File: src/rtl/tmr64_pkg.sv
package tmr64_pkg;

  localparam int ADDR_W = 6;

  localparam logic [ADDR_W-1:0] OFS_CTRL     = 6'h00;
  localparam logic [ADDR_W-1:0] OFS_MODE     = 6'h04;
  localparam logic [ADDR_W-1:0] OFS_PER_LO   = 6'h08;
  localparam logic [ADDR_W-1:0] OFS_PER_HI   = 6'h0C;
  localparam logic [ADDR_W-1:0] OFS_IRQ_EN   = 6'h10;
  localparam logic [ADDR_W-1:0] OFS_IRQ_STAT = 6'h1C;
  localparam logic [ADDR_W-1:0] OFS_CNT_LO   = 6'h20;
  localparam logic [ADDR_W-1:0] OFS_CNT_HI   = 6'h24;

  localparam int CTRL_GO_BIT   = 0;
  localparam int CTRL_CLR_BIT  = 8;
  localparam int MODE_CONT_BIT = 0;
  localparam int MODE_ALT_BIT  = 3;
  localparam int MODE_DIV_LSB  = 8;

  typedef enum logic [3:0] {
    SEL_NONE,
    SEL_CTRL,
    SEL_MODE,
    SEL_PER_LO,
    SEL_PER_HI,
    SEL_IRQ_EN,
    SEL_IRQ_STAT,
    SEL_CNT_LO,
    SEL_CNT_HI
  } reg_sel_e;

  function automatic reg_sel_e decode_sel(input logic [ADDR_W-1:0] a);
    case (a)
      OFS_CTRL:     decode_sel = SEL_CTRL;
      OFS_MODE:     decode_sel = SEL_MODE;
      OFS_PER_LO:   decode_sel = SEL_PER_LO;
      OFS_PER_HI:   decode_sel = SEL_PER_HI;
      OFS_IRQ_EN:   decode_sel = SEL_IRQ_EN;
      OFS_IRQ_STAT: decode_sel = SEL_IRQ_STAT;
      OFS_CNT_LO:   decode_sel = SEL_CNT_LO;
      OFS_CNT_HI:   decode_sel = SEL_CNT_HI;
      default:      decode_sel = SEL_NONE;
    endcase
  endfunction

endpackage

File: src/rtl/tmr64_prescaler.sv
module tmr64_prescaler #(
  parameter int PRE_W = 4
) (
  input  logic             clk,
  input  logic             rst_n,
  input  logic             clear,
  input  logic             src_pulse,
  input  logic [PRE_W-1:0] div,
  output logic             advance
);

  logic [PRE_W-1:0] phase_q;
  logic             at_top;

  assign at_top  = (phase_q == div);
  assign advance = src_pulse && at_top && !clear;

  always_ff @(posedge clk) begin
    if (!rst_n) begin
      phase_q <= '0;
    end else if (clear) begin
      phase_q <= '0;
    end else if (src_pulse) begin
      if (at_top) phase_q <= '0;
      else        phase_q <= phase_q + 1'b1;
    end
  end

endmodule

File: src/rtl/tmr64_count.sv
module tmr64_count #(
  parameter int CNT_W = 64
) (
  input  logic             clk,
  input  logic             rst_n,
  input  logic             clear,
  input  logic             advance,
  input  logic [CNT_W-1:0] limit,
  output logic [CNT_W-1:0] count,
  output logic             hit
);

  logic [CNT_W-1:0] count_q;

  assign count = count_q;
  assign hit   = advance && !clear && (count_q == limit);

  always_ff @(posedge clk) begin
    if (!rst_n) begin
      count_q <= '0;
    end else if (clear) begin
      count_q <= '0;
    end else if (advance) begin
      if (count_q == limit) count_q <= '0;
      else                  count_q <= count_q + 1'b1;
    end
  end

endmodule

File: src/rtl/interval_timer64.sv
module interval_timer64
  import tmr64_pkg::*;
#(
  parameter int DATA_W = 32,
  parameter int PRE_W  = 4
) (
  input  logic              clk,
  input  logic              rst_n,
  input  logic              wr_en,
  input  logic              rd_en,
  input  logic [ADDR_W-1:0] addr,
  input  logic [DATA_W-1:0] wdata,
  output logic [DATA_W-1:0] rdata,
  input  logic              alt_tick,
  output logic              irq
);

  localparam int CNT_W = 2 * DATA_W;

  reg_sel_e          sel;
  logic              wr_ctrl, do_clr, do_go, cfg_open;
  logic              src_pulse, core_clear, adv, period_hit;
  logic              running_q, cont_q, alt_q, ie_q, flag_q;
  logic [PRE_W-1:0]  div_q;
  logic [CNT_W-1:0]  period_q, cnt_val;
  logic [DATA_W-1:0] per_hi_stage, hold_q;

  assign sel        = decode_sel(addr);
  assign wr_ctrl    = wr_en && (sel == SEL_CTRL);
  assign do_clr     = wr_ctrl && wdata[CTRL_CLR_BIT];
  assign do_go      = wr_ctrl && wdata[CTRL_GO_BIT] && !do_clr;
  assign cfg_open   = !running_q;
  assign core_clear = do_clr || do_go;
  assign src_pulse  = running_q && (alt_q ? alt_tick : 1'b1);

  tmr64_prescaler #(.PRE_W(PRE_W)) u_div (
    .clk       (clk),
    .rst_n     (rst_n),
    .clear     (core_clear),
    .src_pulse (src_pulse),
    .div       (div_q),
    .advance   (adv)
  );

  tmr64_count #(.CNT_W(CNT_W)) u_cnt (
    .clk     (clk),
    .rst_n   (rst_n),
    .clear   (core_clear),
    .advance (adv),
    .limit   (period_q),
    .count   (cnt_val),
    .hit     (period_hit)
  );

  // run state: clear beats start, start beats a one-shot stop
  always_ff @(posedge clk) begin
    if (!rst_n)                        running_q <= 1'b0;
    else if (do_clr)                   running_q <= 1'b0;
    else if (do_go)                    running_q <= 1'b1;
    else if (period_hit && !cont_q)    running_q <= 1'b0;
  end

  // configuration, locked while counting
  always_ff @(posedge clk) begin
    if (!rst_n) begin
      cont_q       <= 1'b0;
      alt_q        <= 1'b0;
      div_q        <= '0;
      period_q     <= '0;
      per_hi_stage <= '0;
    end else if (wr_en && cfg_open) begin
      case (sel)
        SEL_MODE: begin
          cont_q <= wdata[MODE_CONT_BIT];
          alt_q  <= wdata[MODE_ALT_BIT];
          div_q  <= wdata[MODE_DIV_LSB +: PRE_W];
        end
        SEL_PER_HI: per_hi_stage <= wdata;
        SEL_PER_LO: period_q     <= {per_hi_stage, wdata};
        default: ;
      endcase
    end
  end

  // interrupt enable, pending flag and count-high capture
  always_ff @(posedge clk) begin
    if (!rst_n || do_clr) begin
      ie_q   <= 1'b0;
      flag_q <= 1'b0;
      hold_q <= '0;
    end else begin
      if (wr_en && sel == SEL_IRQ_EN)
        ie_q <= wdata[0];
      if (period_hit)
        flag_q <= 1'b1;
      else if (rd_en && sel == SEL_IRQ_STAT)
        flag_q <= 1'b0;
      if (rd_en && sel == SEL_CNT_LO)
        hold_q <= cnt_val[CNT_W-1:DATA_W];
    end
  end

  always_comb begin
    rdata = '0;
    case (sel)
      SEL_CTRL:     rdata[0] = running_q;
      SEL_MODE: begin
        rdata[MODE_CONT_BIT]            = cont_q;
        rdata[MODE_ALT_BIT]             = alt_q;
        rdata[MODE_DIV_LSB +: PRE_W]    = div_q;
      end
      SEL_PER_LO:   rdata = period_q[DATA_W-1:0];
      SEL_PER_HI:   rdata = period_q[CNT_W-1:DATA_W];
      SEL_IRQ_EN:   rdata[0] = ie_q;
      SEL_IRQ_STAT: rdata[0] = flag_q;
      SEL_CNT_LO:   rdata = cnt_val[DATA_W-1:0];
      SEL_CNT_HI:   rdata = hold_q;
      default:      rdata = '0;
    endcase
  end

  assign irq = flag_q && ie_q;

endmodule

File: config.mk
export PLATFORM = sky130hd
export DESIGN_NAME = interval_timer64
export DESIGN_NICKNAME = d
export VERILOG_FILES = /design/src/rtl/tmr64_pkg.sv /design/src/rtl/tmr64_prescaler.sv /design/src/rtl/tmr64_count.sv /design/src/rtl/interval_timer64.sv
export SDC_FILE = /design/constraint.sdc
export NUM_CORES = 1
export LEC_CHECK = 0
export ABC_CLOCK_PERIOD_IN_PS = 8700
export BUFFER_PORTS_ARGS = -buffer_cell sky130_fd_sc_hd__clkbuf_2
export CORE_ASPECT_RATIO = 1.75
export CORE_MARGIN = 2
export CORE_UTILIZATION = 50
export DETAILED_ROUTE_END_ITERATION = 10
export GPL_TIMING_DRIVEN = 0
export MAX_ROUTING_LAYER = met4
export PLACE_DENSITY = 0.8
export SLEW_MARGIN = 5
export SYNTH_ARGS = -nofsm -noshare
export SYNTH_HDL_FRONTEND = slang
export SYNTH_HIERARCHICAL = 1
export SYNTH_SLANG_ARGS = --single-unit
File: constraint.sdc
create_clock -name clk -period 8.7 [get_ports clk]
set_clock_uncertainty 0.15 [all_clocks]
set_input_delay 1.305 -clock clk [delete_from_list [all_inputs] [get_ports clk]]
set_output_delay 1.305 -clock clk [all_outputs]
set_load 0.005 [all_outputs]
---- Word level (Yosys, flattened, before mapping) ----
Cells that the tools add are included.
W data, S select, Z words.
cells by class
  equality and inequality tests ........... 17
  $add $sub $neg .......................... 2
  bitwise logic cells ..................... 1
  muxes and demuxes ....................... 14
  reductions and logical operators ........ 30
operators by type and width
  kind                     count
  $pmux W20 S4             1
  $add A64 B1 Y64 const B  1
  $eq A64 B64 Y1           1
  $mux W64                 1
  $pmux W4 S8              1
  $pmux W4 S5              1
  $eq A4 B3 Y1 const B     4
  $pmux W4 S4              1
  $logic_and A1 B1 Y1      15
  $eq A6 B4 Y1 const B     2
  $eq A6 B5 Y1 const B     2
  $eq A6 B6 Y1 const B     2
  $eq A4 B2 Y1 const B     2
  $pmux W1 S8              1
  $pmux W2 S4              1
  $eq A6 B3 Y1 const B     1
  $logic_not A6 Y1         1
  $reduce_and A2 Y1        3
  $logic_not A1 Y1         5
  $mux W1                  5
  $pmux W1 S5              1
  $add A4 B1 Y4 const B    1
  $eq A4 B1 Y1 const B     1
  $eq A4 B4 Y1             1
  other kinds (6)          9
storage, ports and cells
  register bits ........................... 205
  logic and storage cells ................. 75
  output and inout port bits .............. 33

---- Depth between registers and ports, before layout ----
  depth after elaboration ................. 15
  depth in mapped cells ................... 11
  mapped depth without buffers ............ 10

---- Cells and area by module ----
Netlist, hierarchy kept.
by module, submodules not included
  module            cells each  area each (µm²)  instances
  interval_timer64  735         5806.8           1
  tmr64_count       437         3658.5           1
  tmr64_prescaler   25          250.2            1

---- Worst setup path after synthesis ----
No wires, ideal clock.
  path type ............................... input -> output
  from .................................... input addr[1]
  to ...................................... output rdata[12]
  setup slack ............................. 4585 ps
  stages .................................. 6
  data required time ...................... 7245 ps
  arrival time ............................ 2660 ps
  cells stage by stage .................... or4_1 buf_2 nor2_2 clkbuf_1 nand2_1 nand2_1
on the way
  cells in the longest elaborated chain, start to end .. 4
  elaborated cells between the ends (all ways) .. 14
  those cells by class .................... 11 x eq/ne; 2 x mux; 1 x reduce/logical
ends and longest elaborated chain
  element                                     line                     text
  start: declaration                          interval_timer64.sv:11   input logic [ADDR_W-1:0] addr,
  $eq A6 B6 Y1, or another cell as far along  tmr64_pkg.sv:33          case (a)
  $pmux W4 S8 (*)                             tmr64_pkg.sv:33
  $eq A4 B4 Y1, or another cell as far along  interval_timer64.sv:105  case (sel)
  $pmux W20 S4 (*)                            interval_timer64.sv:105
  end: declaration                            interval_timer64.sv:13   output logic [DATA_W-1:0] rdata,
Mark *: on every way between the ends. The rest lies on a longest branch, timed or not.

---- Final worst setup path ----
  from .................................... input addr[1]
  to ...................................... output rdata[31]
The elaborated chain is that of the path after synthesis.

==> flow_summary_export.csv <==
group,metric,value,unit
power_and_ir_drop,irDropWorstVdd,0.174,mV
logic_synthesis,yosys_warnings,6,
setup_path,critPathMaxFanout,10,
placed_design,placement.io_buffers,75,
drt,antenna_violating_nets_post_route,0,
timing,drv_slew,0,
clock_tree,clock-sinks,205,
timing,fin_worst_hold_slack,0.302,ns
drt,drt_iter0_markers,671,
floorplanning,std_cell_rows,67,
drt,routed_wl,32.0,mm
logic_synthesis,average_cell_area_after_synthesis,8.12,um2
global_route,grt_antenna_before_repair,0,
floorplanning,floorplan.die_area,20600,um2
setup_path,cp.arrival,3.69,ns
setup_path,endpoint_kind,"output pin",
drt,remaining_drc_errors,0,
clock_tree,cts_htree_levels,1,
logic_synthesis,syn_nets,1242,
drt,dr_total_vias,9058,
floorplanning,core_area,19100,um2
placed_design,place.gp.congestion,1.01,
floorplanning,boundaryPins,76,
timing,finalHoldViolations,0,
global_route,track_usage,0.317,
timing,achievable-frequency,194,MHz
timing,timing.max_slew.rel_slack,0.474,
hold_path,worst_hold_startpoint,"per_hi_stage[10]$_SDFFE_PN0P_",
logic_synthesis,yosys_most_used_dff,"dfxtp_1",
global_route,first_pass_grt_wire_length,48.4,mm
logic_synthesis,part_of_the_yosys_area_used_for_sequential_elements,0.422,
clock_tree,ctsResizeCount,0,
power_and_ir_drop,cellPowerDensity,179,nW/um2
run,max-cap-violations,0,
timing,final.min_clock_period,5.14,ns
logic_synthesis,post_synth_edffs,0,
placed_design,detail_placement_hpwl,24.9,mm
placed_design,detailedPlace.worstSlack,3.61,ns
global_route,globalRoute.totalOverflow,0,
setup_path,cp.required,7.24,ns
floorplanning,effective_utilization_at_floorplan,0.508,
logic_synthesis,synth_cells,1197,
logic_synthesis,post_synthesis_instance_area,9720,um2
setup_path,worst_setup_path_start_kind,"primary input",
logic_synthesis,count_of_cell_types_in_the_netlist,59,
floorplanning,floorplan.die.height,188,um
power_and_ir_drop,leakagePower,3.99,nW
clock_tree,postCtsSetupBuffers,0,
layout,num_antenna_cells,0,
clock_tree,cts_tree,"done",
setup_path,timing.rr.start,"running_q$_SDFFE_PP0P_",
clock_tree,cts_made_buffers,20,
setup_path,crit_type,"in -> out",
timing,tightest_slew,0.782,ns
floorplanning,die-width,109,um
global_route,first_global_vias,8756,
drt,drt-pass1-iter-count,7,
power_and_ir_drop,post-layout-total-power,0.00199,W
hold_path,hold_class,"reg -> reg",
global_route,grt_start_max_net_pins,16,
clock_tree,clock_tree.root_cell,"clkbuf_16",
clock_tree,clkLatencyLatePin,0.51,ns
clock_tree,cts-hold-fix-buffers,0,
timing,setup_viol,0,
clock_tree,clk_transition_reported_paths,0.07,ns
placed_design,detailed_place.area,10400,um2
setup_path,worst_setup_path_startpoint,"addr[1]",
logic_synthesis,async_flop_share,0,
timing,setup-tns-final,0,ns
run_status,outcome,"finished, final reports clean",
clock_tree,ctsLongestPathBuffers,3,
logic_synthesis,yosys_register_bits,205,
timing,postLayoutSetupSlackWorst,3.56,ns
layout,fin_area,11100,um2
layout,fraction_of_final_layout_cells_sized_beyond_drive_strength_1,0.115,
drt,via_per_inst,5.85,
layout,design.final.nets,1339,
timing,finalCritPeriodShare,0.591,
drt,detail_route.wl_per_cell,20.6,um
layout,area_growth_syn_to_layout,14.7,%
timing,rsz0062_at_grt,"no",
[per-layer routing]
layer	track usage	vias up	wire length (um)
met2	0.535	361	16000
met4	0.177	0	1920
met1	0.362	4266	12400
li1	-	4321	-
met3	0.0284	110	1660
met5	-	-	0
[final cells by class]
type                    count  area (um2)
inverters                   9        33.8
repair buffers             75         375
plain buffers              75         312
clock buffers              28         602
multi-input cells         908        5270
fillers                  1772        7970
well taps                 241         302
clock inverters             8         150
flip-flops and latches    205        4100
[path summary, 6_finish.rpt]
kind | endpoint | depth (start not counted) | slack (ns)
setup / recovery | rdata[31] | 8 | 3.56
hold / removal | per_hi_stage[10]$_SDFFE_PN0P_ | 2 | 0.30
setup reg to reg | u_cnt/count[41]$_SDFFE_PP0P_ | 10 | 4.70
hold reg to reg | per_hi_stage[10]$_SDFFE_PN0P_ | 2 | 0.30
[critical path, stage by stage]
cell      delay [ns]
clkbuf_2        0.12
nor4_2          0.64
and2_1          0.24
clkbuf_1        0.37
clkbuf_1        0.55
a222oi_1        0.16
nand2_1         0.17
clkbuf_2        0.13
[cells by family (layout without fill, tap and decap cells)]
family,count (synthesis),in the layout,share of synthesized area
compound gates,205,205,0.143
xor+xnor,121,121,0.109
fa+ha+maj,2,2,0.00258
buf+inv,84,195,0.0355
flops,205,205,0.422
mux,16,16,0.0173
simple gates,564,564,0.270
[registers in the layout, indices dropped and copies added (netlist names)]
register and flops:
alt_q 1, div_q 4, hold_q 32, running_q 1, u_div/phase_q 4, u_cnt/count 64, ie_q 1, period_q 64
cont_q 1, flag_q 1, per_hi_stage 32
[Yosys cell counts, drive strengths merged, types with 2 or more instances]
master	instances	area, um2
a211oi	3	22.5
a21boi	65	488
a21oi	45	229
a222oi	26	260
a22oi	10	75.1
a31oi	2	12.5
and2	7	46.3
and3	14	87.6
and4	4	35.0
buf	19	97.6
clkbuf	56	214
dfxtp	205	4100
ha	2	25.0
inv	9	33.8
mux2	6	67.6
mux2i	10	100
nand2	310	1160
nand2b	2	12.5
nand3	55	280
nand3b	3	22.5
nand4	49	328
nand4b	2	17.5
nor2	70	265
nor2b	9	56.3
nor3	9	50.1
nor4	11	105
o21ai	45	225
o31ai	2	15.0
or3	9	56.3
or4	4	37.5
xnor2	76	666
xor2	45	394
[report_power, final]
group	switching, W	internal [W]	total, W	leakage (nW)
combinational	0.0000429	0.0000189	0.0000617	1.98
clock	0.000386	0.000605	0.000991	0.367
sequential	0.00000133	0.000939	0.000941	1.65
total	0.000430	0.00156	0.00199	3.99
[cell usage in the layout (no fill, tap or decap), drive strengths merged, types with 49 or more instances in the layout]
cell	n
xnor2	76
nand2	310
nand3	55
nand4	49
clkbuf	159
nor2	70
dfxtp	205
a21boi	65
[metrics by stage]
stage / std cells / util
after detailed placement: 1513 / 0.544
after floorplan: 1197 / -
final: 1549 / 0.583
after global placement: 1513 / 0.544
after CTS: 1549 / 0.583
after global routing: 1549 / 0.583
Power figures use the tool's default switching activity.
